===== config.mk =====
export PLATFORM = sky130hd
export DESIGN_NAME = alu_flag_unit
export DESIGN_NICKNAME = d
export VERILOG_FILES = /design/src/rtl/alu_flag_pkg.sv /design/src/rtl/afu_bin_lane.sv /design/src/rtl/afu_bcd_digit.sv /design/src/rtl/alu_flag_unit.sv
export SDC_FILE = /design/constraint.sdc
export NUM_CORES = 1
export LEC_CHECK = 0
export ABC_AREA = 1
export ABC_CLOCK_PERIOD_IN_PS = 4900
export BUFFER_PORTS_ARGS = -buffer_cell sky130_fd_sc_hd__clkbuf_2
export CORE_MARGIN = 2
export CORE_UTILIZATION = 40
export DETAILED_ROUTE_END_ITERATION = 7
export PLACE_DENSITY = 0.63
export SLEW_MARGIN = 10
export SYNTH_ARGS = -nofsm -noshare
export SYNTH_HDL_FRONTEND = slang
export SYNTH_SLANG_ARGS = --single-unit

===== constraint.sdc =====
create_clock -name clk -period 4.9 [get_ports clk]
set_input_delay 0.245 -clock clk [delete_from_list [all_inputs] [get_ports clk]]
set_output_delay 0.245 -clock clk [all_outputs]
set_load 0.01 [all_outputs]

===== src/rtl/alu_flag_pkg.sv =====
package alu_flag_pkg;

   typedef enum logic [1:0] {
      AFU_ADD  = 2'd0,
      AFU_SUB  = 2'd1,
      AFU_CMP  = 2'd2,
      AFU_CMP2 = 2'd3
   } afu_op_e;

   localparam int FLG_Z = 0;
   localparam int FLG_C = 1;
   localparam int FLG_V = 2;
   localparam int FLG_N = 3;
   localparam int FLG_W = 4;

   typedef struct packed {
      logic n;
      logic v;
      logic c;
      logic z;
   } afu_flags_t;

   function automatic logic is_compare(input logic [1:0] code);
      return code[1];
   endfunction

endpackage


===== src/rtl/afu_bin_lane.sv =====
module afu_bin_lane #(
   parameter int W = 8
) (
   input  logic [W-1:0] a,
   input  logic [W-1:0] b,
   input  logic         sub,
   input  logic         cin,
   output logic [W-1:0] sum,
   output logic         cout,
   output logic         ovf
);
   if (W < 2) begin : g_bad_w
      $error("afu_bin_lane: W must be at least 2");
   end

   logic [W-1:0] bx;
   logic [W:0]   ext;
   logic         cx;

   always_comb begin
      bx  = sub ? ~b : b;
      cx  = sub ? ~cin : cin;
      ext = {1'b0, a} + {1'b0, bx} + {{W{1'b0}}, cx};
   end

   assign sum  = ext[W-1:0];
   assign cout = sub ? ~ext[W] : ext[W];
   assign ovf  = (a[W-1] == bx[W-1]) && (sum[W-1] != a[W-1]);

endmodule


===== src/rtl/afu_bcd_digit.sv =====
module afu_bcd_digit #(
   parameter int DW = 4
) (
   input  logic [DW-1:0] a,
   input  logic [DW-1:0] b,
   input  logic          sub,
   input  logic          cin,
   output logic [DW-1:0] d,
   output logic          cout
);
   if (DW != 4) begin : g_bad_dw
      $error("afu_bcd_digit: a decimal digit is 4 bits wide");
   end

   localparam logic [DW:0]   NINE = (DW+1)'(9);
   localparam logic [DW-1:0] SIX  = DW'(6);

   logic [DW:0]   t_add;
   logic [DW+1:0] t_sub;

   always_comb begin
      t_add = {1'b0, a} + {1'b0, b} + {{DW{1'b0}}, cin};
      t_sub = {2'b00, a} - {2'b00, b} - {{(DW+1){1'b0}}, cin};
      if (sub) begin
         if (t_sub[DW+1]) begin
            d    = t_sub[DW-1:0] - SIX;
            cout = 1'b1;
         end else begin
            d    = t_sub[DW-1:0];
            cout = 1'b0;
         end
      end else begin
         if (t_add > NINE) begin
            d    = t_add[DW-1:0] + SIX;
            cout = 1'b1;
         end else begin
            d    = t_add[DW-1:0];
            cout = 1'b0;
         end
      end
   end

endmodule


===== src/rtl/alu_flag_unit.sv =====
module alu_flag_unit
   import alu_flag_pkg::*;
#(
   parameter int DATA_W   = 16,
   parameter int NARROW_W = 8
) (
   input  logic              clk,
   input  logic              rst_n,
   input  logic              in_valid,
   input  logic [1:0]        op,
   input  logic              wide,
   input  logic              dec_mode,
   input  logic              unp_mode,
   input  logic              carry_in,
   input  logic [DATA_W-1:0] opa,
   input  logic [DATA_W-1:0] opb,
   output logic              out_valid,
   output logic [DATA_W-1:0] result,
   output logic              result_wr,
   output logic [FLG_W-1:0]  flags
);
   localparam int DIGIT_W = 4;
   localparam int NDIG    = NARROW_W / DIGIT_W;

   if (DATA_W != 2 * NARROW_W) begin : g_bad_data_w
      $error("alu_flag_unit: DATA_W must be twice NARROW_W");
   end
   if ((NARROW_W % DIGIT_W) != 0) begin : g_bad_narrow_w
      $error("alu_flag_unit: NARROW_W must be a whole number of digits");
   end

   logic sub_op;
   logic cin_eff;

   assign sub_op  = (op != AFU_ADD);
   assign cin_eff = is_compare(op) ? 1'b0 : carry_in;

   // binary lanes: full, narrow, nibble
   logic [DATA_W-1:0]   w_sum;
   logic                w_c, w_v;
   logic [NARROW_W-1:0] b_sum;
   logic                b_c, b_v;
   logic [DIGIT_W-1:0]  n_sum;
   logic                n_c, n_v;

   afu_bin_lane #(.W(DATA_W)) u_lane_wide (
      .a(opa), .b(opb), .sub(sub_op), .cin(cin_eff),
      .sum(w_sum), .cout(w_c), .ovf(w_v)
   );

   afu_bin_lane #(.W(NARROW_W)) u_lane_byte (
      .a(opa[NARROW_W-1:0]), .b(opb[NARROW_W-1:0]), .sub(sub_op), .cin(cin_eff),
      .sum(b_sum), .cout(b_c), .ovf(b_v)
   );

   afu_bin_lane #(.W(DIGIT_W)) u_lane_nib (
      .a(opa[DIGIT_W-1:0]), .b(opb[DIGIT_W-1:0]), .sub(sub_op), .cin(cin_eff),
      .sum(n_sum), .cout(n_c), .ovf(n_v)
   );

   // decimal digit chain, low digit first
   logic [NARROW_W-1:0] bcd_r;
   logic [NDIG:0]       dc;

   assign dc[0] = cin_eff;

   for (genvar g = 0; g < NDIG; g++) begin : g_digit
      afu_bcd_digit #(.DW(DIGIT_W)) u_dig (
         .a   (opa[g*DIGIT_W +: DIGIT_W]),
         .b   (opb[g*DIGIT_W +: DIGIT_W]),
         .sub (sub_op),
         .cin (dc[g]),
         .d   (bcd_r[g*DIGIT_W +: DIGIT_W]),
         .cout(dc[g+1])
      );
   end

   // result and flag selection
   logic [DATA_W-1:0] nx_r;
   afu_flags_t        nx_f;

   always_comb begin
      nx_r = '0;
      nx_f = '0;
      if (wide) begin
         nx_r   = w_sum;
         nx_f.c = w_c;
         nx_f.v = w_v;
         nx_f.n = w_sum[DATA_W-1];
      end else if (dec_mode) begin
         if (unp_mode) begin
            nx_r[DIGIT_W-1:0] = bcd_r[DIGIT_W-1:0];
            nx_f.c            = dc[1];
         end else begin
            nx_r[NARROW_W-1:0] = bcd_r;
            nx_f.c             = dc[NDIG];
         end
      end else if (unp_mode) begin
         nx_r[DIGIT_W-1:0] = n_sum;
         nx_f.c            = n_c;
         nx_f.v            = n_v;
         nx_f.n            = n_sum[DIGIT_W-1];
      end else begin
         nx_r[NARROW_W-1:0] = b_sum;
         nx_f.c             = b_c;
         nx_f.v             = b_v;
         nx_f.n             = b_sum[NARROW_W-1];
      end
      nx_f.z = (nx_r == '0);
   end

   always_ff @(posedge clk) begin
      if (!rst_n) begin
         out_valid <= 1'b0;
         result    <= '0;
         result_wr <= 1'b0;
         flags     <= '0;
      end else begin
         out_valid <= in_valid;
         if (in_valid) begin
            result    <= nx_r;
            result_wr <= ~is_compare(op);
            flags     <= nx_f;
         end
      end
   end

endmodule


# Word-level counts from Yosys, hierarchy flattened
# Cells that the tools add are included.
dict set report classes {
  n_lt_le_gt_ge 2
  reduce_logical 5
  muxes 31
  bitwise 8
  add_sub_neg 18
  eq_ne 6
}
# cell n
set op_table {}
lappend op_table {{4-bit 2-to-1 mux} 10}
lappend op_table {{8-bit 2-to-1 mux} 4}
lappend op_table {{16-bit by 16-bit adder with 17-bit output} 1}
lappend op_table {{17-bit by 1-bit adder with 17-bit output} 1}
lappend op_table {{16-bit zero test} 1}
lappend op_table {{16-bit 2-to-1 mux} 1}
lappend op_table {{16-bit NOT} 1}
lappend op_table {{4-bit by 4-bit adder with 5-bit output} 3}
lappend op_table {{5-bit by 1-bit adder with 5-bit output} 3}
lappend op_table {{1-bit 2-to-1 mux} 13}
lappend op_table {{6-bit by 1-bit subtractor with 6-bit output} 2}
lappend op_table {{5-bit by 4-bit greater-than comparator with 1-bit output, second input constant} 2}
lappend op_table {{4-bit by 4-bit subtractor with 5-bit output} 2}
lappend op_table {{8-bit by 8-bit adder with 9-bit output} 1}
lappend op_table {{9-bit by 1-bit adder with 9-bit output} 1}
lappend op_table {{4-bit by 3-bit adder with 4-bit output, second input constant} 2}
lappend op_table {{8-bit NOT} 1}
lappend op_table {{4-bit by 3-bit subtractor with 4-bit output, second input constant} 2}
lappend op_table {{3-bit 2-to-1 mux} 2}
lappend op_table {{1-bit NOT} 5}
lappend op_table {{4-bit NOT} 1}
lappend op_table {{1-bit == test} 3}
lappend op_table {{1-bit logical AND} 3}
lappend op_table {{1-bit inequality test} 3}
lappend op_table {{2 further kinds} 2}
dict set report totals {
  reg_bits 22
  output_inout_bits 22
  input_bits 41
}

# Logic depth before layout (Yosys ltp)
# Gate-level depths: netlist of the first run.
dict set report logic_depth {
  word_depth 13
  mapped_depth 38
  mapped_depth_nobuf 38
}

# Cells and area by module
# From an unflattened synthesis of the first run, not the netlist that was laid out.
dict set report unflattened {
  hier_cells 676
  hier_area_um2 4239.1
}
# mod n_inst cells_each area_each_um2
set by_module_without_submodules {}
lappend by_module_without_submodules {alu_flag_unit 1 193 1192.4}
lappend by_module_without_submodules {{afu_bin_lane (u_lane_wide)} 1 176 1074.8}
lappend by_module_without_submodules {{afu_bcd_digit (g_digit[1].u_dig)} 1 98 624.3}
lappend by_module_without_submodules {{afu_bcd_digit (g_digit[0].u_dig)} 1 98 604.3}
lappend by_module_without_submodules {{afu_bin_lane (u_lane_byte)} 1 74 480.5}
lappend by_module_without_submodules {{afu_bin_lane (u_lane_nib)} 1 37 262.8}

# Worst setup path after synthesis of the first run
# Ideal clock, no wire load.
dict set report synth_path {
  kind {input -> register}
  from {input opa[0]}
  to {register flags[0]}
  t_arrival_ps 3980
  path_buffers 0
  t_required_ps 4834
  slack_ps 854
  stages 31
  path_cell_list {inv_1 > fa_1 > inv_1 > fa_1 > inv_1 > ha_1 > inv_1 > o21ai_0 > nand2_1 > inv_2 > nand3_2 > nand2_2 > o21ai_2 > fa_1 > inv_1 > fa_1 > inv_1 > ha_1 > nand2_1 > a21boi_2 > nand3_2 > nand2_2 > nand3_1 > nand3_1 > nand2_1 > nand2_1 > nand2_1 > nand2_1 > nor2_1 > nand2_1 > a21oi_2}
}
dict set report synth_between {
  elab_chain_cells 13
}
# item line
set synth_lines {}
lappend synth_lines {{from (decl)} alu_flag_unit.sv:15} ;# input logic [DATA_W-1:0] opa,
lappend synth_lines {{4-bit by 4-bit adder with 5-bit output} afu_bcd_digit.sv:22} ;# t_add = {1'b0, a} + {1'b0, b} + {{DW{1'b0}}, cin};
lappend synth_lines {{5-bit by 1-bit adder with 5-bit output} afu_bcd_digit.sv:22}
lappend synth_lines {{5-bit by 4-bit greater-than comparator with 1-bit output} afu_bcd_digit.sv:33} ;# if (t_add > NINE) begin
lappend synth_lines {{1-bit 2-to-1 mux} afu_bcd_digit.sv:33}
lappend synth_lines {{1-bit 2-to-1 mux} afu_bcd_digit.sv:24} ;# if (sub) begin
lappend synth_lines {{6-bit by 1-bit subtractor with 6-bit output / 5-bit by 1-bit adder with 5-bit output (equally long branches)} {afu_bcd_digit.sv:23, afu_bcd_digit.sv:22}}
lappend synth_lines {{4-bit by 3-bit subtractor with 4-bit output, or another cell as far along} afu_bcd_digit.sv:26} ;# d = t_sub[DW-1:0] - SIX;
lappend synth_lines {{4-bit 2-to-1 mux, on equally long branches} {afu_bcd_digit.sv:25, afu_bcd_digit.sv:33}}
lappend synth_lines {{4-bit 2-to-1 mux} afu_bcd_digit.sv:24}
lappend synth_lines {{4-bit 2-to-1 mux} alu_flag_unit.sv:91} ;# if (unp_mode) begin
lappend synth_lines {{8-bit 2-to-1 mux} alu_flag_unit.sv:90} ;# end else if (dec_mode) begin
lappend synth_lines {{8-bit 2-to-1 mux} alu_flag_unit.sv:85} ;# if (wide) begin
lappend synth_lines {{16-bit zero test *} alu_flag_unit.sv:109} ;# nx_f.z = (nx_r == '0);
lappend synth_lines {{to (signal assigned)} alu_flag_unit.sv:123} ;# flags <= nx_f;
lappend synth_lines {{to (decl)} alu_flag_unit.sv:20} ;# output logic [FLG_W-1:0] flags
# Every way passes the cells marked *; elsewhere a longest branch is shown, timed or not.
# A chain may end at the register's enable or synchronous reset.

# Final worst setup path of the first run
dict set report layout_path {
  from {input op[1]}
  to {register flags[0]}
}
dict set report layout_between {
  elab_chain_cells 13
}
# item line
set layout_lines {}
lappend layout_lines {{from (decl)} alu_flag_unit.sv:10} ;# input logic [1:0] op,
lappend layout_lines {{1-bit 2-to-1 mux} alu_flag_unit.sv:36} ;# assign cin_eff = is_compare(op) ? 1'b0 : carry_in;
lappend layout_lines {{5-bit by 1-bit adder with 5-bit output} afu_bcd_digit.sv:22}
lappend layout_lines {{5-bit by 4-bit greater-than comparator with 1-bit output} afu_bcd_digit.sv:33}
lappend layout_lines {{1-bit 2-to-1 mux} afu_bcd_digit.sv:33}
lappend layout_lines {{1-bit 2-to-1 mux} afu_bcd_digit.sv:24}
lappend layout_lines {{6-bit by 1-bit subtractor with 6-bit output / 5-bit by 1-bit adder with 5-bit output (equally long branches)} {afu_bcd_digit.sv:23, afu_bcd_digit.sv:22}}
lappend layout_lines {{4-bit by 3-bit subtractor with 4-bit output, or another cell as far along} afu_bcd_digit.sv:26}
lappend layout_lines {{4-bit 2-to-1 mux, on equally long branches} {afu_bcd_digit.sv:25, afu_bcd_digit.sv:33}}
lappend layout_lines {{4-bit 2-to-1 mux} afu_bcd_digit.sv:24}
lappend layout_lines {{4-bit 2-to-1 mux} alu_flag_unit.sv:91}
lappend layout_lines {{8-bit 2-to-1 mux} alu_flag_unit.sv:90}
lappend layout_lines {{8-bit 2-to-1 mux} alu_flag_unit.sv:85}
lappend layout_lines {{16-bit zero test *} alu_flag_unit.sv:109}
# Marked as above.

==> flow_metrics.py, run 1 <==
metrics = {
    "clocking": {
        "cts_made_buffers": 3,
        "cts_sinks": 22,
        "cts-resized-gates": 0,
        "cts_root_buffer": "clkbuf_8",
        "clock_path_buffers": 2,
        "htree_num_levels": 1,
        "clkTransAtPathRegs_ps": 70,
        "cts_tree": "done",
        "cts_setup_buffers": 0,
        "insertion_delay_ps": 250,
        "cts_hold_buffers": 0,
    },
    "power_and_ir_drop": {
        "p_int_w": 0.000445,
        "seqPwrFrac_pct": 24.1,
        "power.share.clock_pct": 12.8,
        "power_frac_comb_pct": 63.1,
        "ir_drop_mv": 0.112,
        "power_switching_w": 0.000396,
        "fin_total_pwr_w": 0.000841,
        "p_leak_nw": 2.14,
        "power_density_mw_per_mm2": 221,
        "switching_share_pct": 47.1,
    },
    "global_routing": {
        "first_global_vias": 3259,
        "grt_max_degree": 36,
        "grt_pass1_wl_um": 14700,
        "grt_usage_pct": 19.7,
        "overflow": 0,
        "antenna_found_initial": 0,
    },
    "worst_hold_path": {
        "hold_class": "input port to flip-flop",
        "min_path_cells": 2,
        "holdPathEnd": "result_wr$_SDFFE_PN0P_",
        "hold_start": "op[1]",
    },
    "detailed_routing": {
        "wl_per_cell_um": 12.3,
        "viasPerCell": 5.01,
        "num_vias": 3505,
        "finalWirelength_um": 8610,
        "drt_iter0_markers": 174,
        "final_antenna_net_count": 0,
        "drc_errors": 0,
        "drtPass1Iterations": 4,
    },
    "cells_and_area": {
        "final_common_cell": "nand2_1",
        "nets": 684,
        "drive_gt1_share_pct": 17.0,
        "final_cell_mix": "nand2_1, inv_1, clkbuf_2",
        "area_delta_synth_final_pct": 13.1,
        "diodes": 0,
    },
    "setup_path": {
        "crit_required_ps": 5090,
        "crit_type": "input port to flip-flop",
        "slowest_delay_ps": 460,
        "rr_worst_depth": 3,
        "critPathArrivalTime_ps": 4610,
        "timing.rr.end": "result[0]$_SDFFE_PN0P_",
        "rr_startpoint": "result[0]$_SDFFE_PN0P_",
        "slowest_stage": "fa_1",
        "reg2reg_slack_ps": 4090,
        "end_kind": "flip-flop",
        "cp-start-kind": "input port",
        "path_max_fanout": 5,
        "path_common_cell": "nand2_1",
    },
    "synthesis": {
        "synth-simple-area-share_pct": 33.7,
        "synthMuxAreaShare_pct": 0,
        "synth-xor-area-share_pct": 6.25,
        "synth-edff-count": 0,
        "synthAdderAreaFrac_pct": 18.9,
        "ys_ff_latch": 22,
        "synth_cell_types": 41,
        "synth_top_family_by_area": "simple AND/OR/NAND/NOR gates",
        "avgSynthCellArea_um2": 6.24,
        "synth_compound_area_share_pct": 15.8,
        "yosysWarningCount": 0,
        "syn_nets": 626,
        "post_synth_inst_count": 539,
        "yosysSeqAreaShare_pct": 13.1,
        "syn-cell-area_mm2": 0.00336,
        "ys_async_sr_fraction_pct": 0,
        "synth_flop_cell": "dfxtp_1",
    },
    "sta": {
        "grt_setup_unrepaired": "no",
        "final_hold_viol_count": 0,
        "fin_skew_ps": 0,
        "fin_tns_setup_ps": 0,
        "fmax_mhz": 226,
        "setup_viol": 0,
        "fin_crit_sh_pct": 90.2,
        "finalCriticalPeriod_ps": 4420,
        "worstMarginPinSlew_ps": 561,
        "postLayoutSetupSlackWorst_ps": 481,
        "slew_violations": 0,
        "slew_headroom_pct": 62.6,
    },
    "die": {
        "rows": 33,
        "die_height_um": 95.7,
        "io_pins": 63,
        "fp.dieW_um": 95.7,
        "design.core.area_mm2": 0.00818,
        "start_util_pct": 41.1,
        "dieArea_mm2": 0.00915,
    },
    "placement": {
        "portBuffers": 62,
        "dp_hpwl_um": 7400,
        "routabilityCongestion": 0.869,
        "pre_cts_ws_ps": 231,
    },
    "run": {
        "drv_cap": 0,
    },
    "outcome": {
        "status": "finished, final reports clean",
    },
}
[critical path: cells and delay by family]
family	cells	cell delay, ps
AOI/OAI and AO/OA	4	500
adders and majority gates	6	1960
buffers and inverters	8	730
and+or+nand+nor	15	1160
[layer usage]
metal	up-vias	share of wire (%)	routed length (um)	track usage (%)
met4	0	0.23	20	2.02
met3	4	3.7	321	2.06
li1	1856	-	-	-
met1	1570	49	4230	26.8
met2	75	47	4040	34.7
met5	-	0	0	0
[worst max-delay path by stage]
| stage | from | end | slack, ps | cells after the start |
|---|---|---|---|---|
| floorplan | opa[0] | flags[0]$_SDFFE_PN0P_ | 850 | 31 |
| global placement | op[1] | flags[0]$_SDFFE_PN0P_ | 460 | 33 |
| detailed placement | op[1] | flags[0]$_SDFFE_PN0P_ | 230 | 33 |
| CTS | op[1] | flags[0]$_SDFFE_PN0P_ | 500 | 33 |
| global route | op[1] | flags[0]$_SDFFE_PN0P_ | 70 | 36 |
| finish | op[1] | flags[0]$_SDFFE_PN0P_ | 480 | 33 |
[power groups by stage]
stage / logic (W) / registers (W) / clock network [W]
final: 0.000531 / 0.000203 / 0.000107
after global routing: 0.000613 / 0.000204 / 0.000119
after CTS: 0.000532 / 0.000203 / 0.000110
after detailed placement: 0.000528 / 0.000207 / 0
after global placement: 0.000519 / 0.000206 / 0
after floorplan: 0.000387 / 0.000213 / 0
[layout make-up]
class | count | area (um2)
inverters | 95 | 360
flip-flops and latches | 22 | 440
fillers | 885 | 4370
well taps | 105 | 131
clock buffers | 3 | 41.3
repair buffers | 63 | 318
multi-input cells | 412 | 2510
[registers in the layout, summed over array words and instances, names as in the netlist]
register,flops
flags,4
out_valid,1
result,16
result_wr,1
[synthesized netlist by cell type (2+ instances only)]
master    number  area, um2
xnor2_1        9       78.8
xor2_1        15        131
nand3_1       61        305
a21oi_1       37        185
inv_2          5       18.8
buf_4          2       15.0
ha_1          38        475
a21oi_2        6       52.6
o21bai_1       2       15.0
nand2_2        7       43.8
nand4_1        6       37.5
o21ai_0       26        130
clkbuf_1       4       15.0
nand3_2        6       60.1
o21ai_2        2       17.5
fa_1           8        160
nor3_1         2       10.0
or2_2          2       12.5
nor2_1        29        109
o211ai_1       9       67.6
buf_2          3       15.0
inv_1         87        327
dfxtp_1       22        440
nand2_1      134        503
[kinds of logic (layout without fill, tap and decap cells)]
family | Yosys count | after routing
AND/OR/NAND/NOR | 253 | 253
buffers and inverters | 105 | 161
AO/OA/AOI/OAI | 89 | 89
adder cells (fa/ha/maj) | 46 | 46
XOR/XNOR | 24 | 24
flip-flops | 22 | 22
[per-stage QoR]
stage / hold slack, ps / util, % / std cells / area, um2
after global placement: 464 / 46.0 / 697 / 3760
after detailed placement: 469 / 46.0 / 697 / 3760
after CTS: 229 / 46.5 / 700 / 3800
final: 232 / 46.5 / 700 / 3800
after global routing: 248 / 46.5 / 700 / 3800
after floorplan: 339 / - / 539 / 3360
Power figures use the tool's default switching activity.
==> inputs of run 2 (changes only) <==
CORE_UTILIZATION = 39   (was 40)
PLACE_DENSITY = 0.61   (was 0.63)
==> run 2 against run 1 <==
Against the previous run:
- register-to-register slack about the same
- global-route usage decreased by 0.96 points
- sequential share of layout area about the same
- critical path type unchanged
- highest routed layer unchanged
==> flow_metrics.py, run 2 (synthesized netlist as in run 1, its figures left out) <==
metrics = {
    "setup_path": {
        "cp_top_family": "adder cells",
        "path_max_fanout": 5,
        "slowest_stage": "fa_1",
        "critPathArrivalTime_ps": 4530,
        "crit_required_ps": 5100,
        "crit_type": "input port to flip-flop",
        "critPathBufInv": 8,
        "slowest_delay_ps": 460,
        "cp-start-kind": "input port",
        "path_common_cell": "nand2_1",
        "end_kind": "flip-flop",
    },
    "cells_and_area": {
        "diodes": 0,
        "final_cell_mix": "nand2_1, inv_1, clkbuf_2",
        "largest_reg_flops": 16,
        "area_delta_synth_final_pct": 13.6,
        "design_area_mm2": 0.00382,
        "final-instance-count-excl-fill": 701,
        "n_fill_cell": 878,
        "regMostFlops": "result",
        "nets": 684,
        "multi_input_comb_area_mm2": 0.00251,
        "post-route-util_pct": 46.0,
        "regArea_um2": 440,
        "largestRegisters": "result x16, flags x4",
        "drive_gt1_share_pct": 17.1,
        "final_common_cell": "nand2_1",
    },
    "placement": {
        "place_area_mm2": 0.00376,
        "routabilityCongestion": 0.858,
        "pre_cts_ws_ps": 316,
        "dp_hpwl_um": 7500,
        "portBuffers": 62,
        "dp.cells": 697,
    },
    "sta": {
        "slew_violations": 0,
        "grt_setup_unrepaired": "no",
        "worstMarginPinSlew_ps": 560,
        "fin_crit_sh_pct": 88.4,
        "setup_viol": 0,
        "final_hold_viol_count": 0,
        "fin_skew_ps": 0,
        "postLayoutSetupSlackWorst_ps": 570,
        "fmax_mhz": 231,
        "finalCriticalPeriod_ps": 4330,
        "slew_headroom_pct": 62.7,
        "fin_tns_setup_ps": 0,
    },
    "detailed_routing": {
        "drc_errors": 0,
        "final_antenna_net_count": 0,
        "viasPerCell": 5.05,
        "drt_iter0_markers": 193,
        "finalWirelength_um": 8840,
        "drtPass1Iterations": 5,
        "wl_per_cell_um": 12.6,
        "num_vias": 3542,
    },
    "die": {
        "rows": 33,
        "die_height_um": 96.8,
        "fp.dieW_um": 96.8,
        "dieArea_mm2": 0.00938,
        "design.core.area_mm2": 0.00830,
        "start_util_pct": 40.5,
        "io_pins": 63,
    },
    "global_routing": {
        "grt_usage_pct": 18.8,
        "antenna_found_initial": 0,
        "grt_max_degree": 36,
        "first_global_vias": 3396,
        "overflow": 0,
        "grt_pass1_wl_um": 15200,
    },
    "clocking": {
        "cts-resized-gates": 0,
        "cts_hold_buffers": 0,
        "cts_setup_buffers": 0,
        "htree_num_levels": 1,
        "cts_sinks": 22,
        "clkTransAtPathRegs_ps": 80,
        "cts_root_buffer": "clkbuf_8",
        "clock_path_buffers": 2,
        "insertion_delay_ps": 250,
        "cts_made_buffers": 3,
        "cts_tree": "done",
    },
    "power_and_ir_drop": {
        "power.share.clock_pct": 14.8,
        "seqPwrFrac_pct": 23.4,
        "p_leak_nw": 2.15,
        "p_int_w": 0.000461,
        "ir_drop_mv": 0.135,
        "switching_share_pct": 46.7,
        "power_frac_comb_pct": 61.9,
        "power_switching_w": 0.000405,
        "power_density_mw_per_mm2": 227,
    },
    "outcome": {
        "status": "finished, final reports clean",
    },
    "worst_hold_path": {
        "hold_class": "input port to flip-flop",
    },
    "run": {
        "drv_cap": 0,
    },
}
## run 2: per-stage QoR
step	hold WS, ps	total power (W)
after floorplan	339	0.000600
after global placement	466	0.000726
after detailed placement	467	0.000736
after CTS	232	0.000866
after global routing	241	0.000957
final	234	0.000866
## run 2: cell type report
cell class                      instances  share of cell area (%)
Inverter                               95                    9.44
Multi-Input combinational cell        412                    65.8
Clock buffer                            4                    1.44
Timing Repair Buffer                   63                    8.33
Tap cell                              105                    3.44
Sequential cell                        22                    11.5
## run 2: routing by layer
metal  share of wire [%]  wire, um  global-route usage [%]  vias up
li1                    -         -                       -     1863
met1                  50      4440                    25.8     1586
met2                  46      4060                    32.9       87
met3                 3.4       304                    2.10        6
met4                0.52        46                    1.41        0
met5                   0         0                       0        -
## run 2: worst register-to-register path, cell delays in order (launching register included)
cell and delay (ps):
dfxtp_1 340, o21ai_0 60, or2_2 310, inv_1 50
## run 2: power groups by stage
stage,registers (W),clock network [W],logic (W)
floorplan,0.000213,0,0.000387
global placement,0.000206,0,0.000520
detailed placement,0.000206,0,0.000530
CTS,0.000202,0.000131,0.000533
global route,0.000204,0.000140,0.000613
finish,0.000202,0.000128,0.000536
## run 2: worst paths after layout
check,cells past startpoint,from,to,slack [ps]
hold / removal,2,op[1],result_wr$_SDFFE_PN0P_,230
setup reg to reg,3,result[0]$_SDFFE_PN0P_,result[0]$_SDFFE_PN0P_,4100
hold reg to reg,2,result[8]$_SDFFE_PN0P_,result[8]$_SDFFE_PN0P_,470
setup / recovery,33,op[1],flags[0]$_SDFFE_PN0P_,570
==> inputs of run 3 (changes only) <==
CORE_UTILIZATION = 55   (was 39)
PLACE_DENSITY = 0.81   (was 0.61)
==> run 3 against run 2 <==
Against the previous run:
- non-clock buffer count is the same
- combinational power shrank 1%
- largest power group unchanged
- routed wire length shrank 8.1%
==> flow_metrics.py, run 3 (synthesized netlist as in run 1, its figures left out) <==
metrics = {
    "outcome": {
        "status": "finished, final reports clean",
    },
    "global_routing": {
        "first_global_vias": 3195,
        "antenna_found_initial": 0,
        "grt_usage_pct": 25.1,
        "overflow": 0,
        "grt_pass1_wl_um": 13700,
        "grt_max_degree": 36,
    },
    "detailed_routing": {
        "finalWirelength_um": 8120,
        "num_vias": 3618,
        "drc_errors": 0,
        "wl_per_cell_um": 12.1,
        "final_antenna_net_count": 0,
        "drtPass1Iterations": 4,
        "drt_iter0_markers": 141,
        "viasPerCell": 5.39,
    },
    "clocking": {
        "cts-resized-gates": 0,
        "cts_tree": "done",
        "cts_root_buffer": "clkbuf_8",
        "htree_num_levels": 1,
        "cts_sinks": 22,
        "cts_setup_buffers": 0,
        "clkTransAtPathRegs_ps": 70,
        "cts_made_buffers": 3,
        "insertion_delay_ps": 260,
        "cts_hold_buffers": 0,
        "clock_path_buffers": 2,
    },
    "sta": {
        "slew_violations": 0,
        "postLayoutSetupSlackWorst_ps": 580,
        "slew_headroom_pct": 62.1,
        "finalCriticalPeriod_ps": 4320,
        "timing.hold.ws_ps": 215,
        "fin_skew_ps": 0,
        "fin_tns_setup_ps": 0,
        "fin_crit_sh_pct": 88.2,
        "fmax_mhz": 232,
        "final_hold_viol_count": 0,
        "worstMarginPinSlew_ps": 569,
        "setup_viol": 0,
        "grt_setup_unrepaired": "no",
    },
    "cells_and_area": {
        "diodes": 0,
        "nets": 684,
        "final_cell_mix": "nand2_1, inv_1, clkbuf_2",
        "largestRegisters": "result x16, flags x4",
        "area_delta_synth_final_pct": 12.4,
        "drive_gt1_share_pct": 17.1,
        "final-instance-count-excl-fill": 671,
        "regMostFlops": "result",
        "largest_reg_flops": 16,
        "final_common_cell": "nand2_1",
    },
    "setup_path": {
        "end_kind": "flip-flop",
        "crit_required_ps": 5100,
        "path_common_cell": "nand2_1",
        "timing.rr.end": "result[0]$_SDFFE_PN0P_",
        "critPathArrivalTime_ps": 4520,
        "rr_startpoint": "result[0]$_SDFFE_PN0P_",
        "crit_type": "input port to flip-flop",
        "slowest_stage": "fa_1",
        "slowest_delay_ps": 460,
        "cp-start-kind": "input port",
        "reg2reg_slack_ps": 4090,
        "rr_worst_depth": 3,
        "crit_end": "flags[0]$_SDFFE_PN0P_",
        "crit_path_start": "op[1]",
        "path_max_fanout": 5,
    },
    "power_and_ir_drop": {
        "ir_drop_mv": 0.205,
        "p_leak_nw": 2.15,
        "power_density_mw_per_mm2": 228,
    },
    "run": {
        "drv_cap": 0,
    },
    "die": {
        "design.core.area_mm2": 0.00592,
        "io_pins": 63,
        "fp.dieW_um": 82.2,
        "rows": 28,
        "die_height_um": 82.2,
        "start_util_pct": 56.8,
        "dieArea_mm2": 0.00675,
    },
    "placement": {
        "portBuffers": 62,
        "dp.cells": 667,
        "dp_hpwl_um": 6870,
        "routabilityCongestion": 0.978,
        "pre_cts_ws_ps": 279,
    },
    "worst_hold_path": {
        "hold_class": "input port to flip-flop",
    },
}
## run 3: worst min path at each step
stage,start,to,slack [ps],cells after the start
after floorplan,op[1],result_wr$_SDFFE_PN0P_,340,1
after global placement,result[1]$_SDFFE_PN0P_,result[1]$_SDFFE_PN0P_,460,2
after detailed placement,result[1]$_SDFFE_PN0P_,result[1]$_SDFFE_PN0P_,470,2
after CTS,op[1],result_wr$_SDFFE_PN0P_,210,2
after global routing,op[1],result_wr$_SDFFE_PN0P_,220,2
final,op[1],result_wr$_SDFFE_PN0P_,220,2
## run 3: per-stage QoR
stage          total power [W]  utilization (%)  instance area (um2)
2_1_floorplan         0.000600                -                 3360
3_3_place_gp          0.000714             62.9                 3720
3_5_place_dp          0.000729             62.9                 3720
4_1_cts               0.000860             63.8                 3780
5_1_grt               0.000950             63.8                 3780
6_report              0.000861             63.8                 3780
## run 3: per-layer routing
| metal | vias up | part of all wire [%] | GRT usage, % |
|---|---|---|---|
| met5 | - | 0 | 0 |
| met1 | 1635 | 46 | 33.1 |
| met4 | 0 | 1.4 | 4.17 |
| li1 | 1859 | - | - |
| met2 | 111 | 47 | 44.8 |
| met3 | 13 | 5.3 | 2.72 |
## run 3: report_power, final
part           leakage (nW)  total [W]  switching (W)  internal [W]
combinational          1.94   0.000529       0.000334      0.000195
sequential            0.182   0.000202     0.00000777      0.000194
clock                0.0288   0.000130      0.0000584     0.0000717
total                  2.15   0.000861       0.000400      0.000461
## run 3: worst max-delay path: cells and delay by family
| kind | cells | cell delay (ps) |
|---|---|---|
| fa+ha+maj | 6 | 1940 |
| compound gates | 4 | 480 |
| buf+inv | 8 | 670 |
| simple gates | 15 | 1180 |
## run 3: final cells by class
type / count / area (um2)
multi-input combinational: 412 / 2510
fill: 577 / 2140
sequential: 22 / 440
inverter: 95 / 360
timing repair buffer: 63 / 318
tap: 75 / 93.8
clock buffer: 4 / 55.1
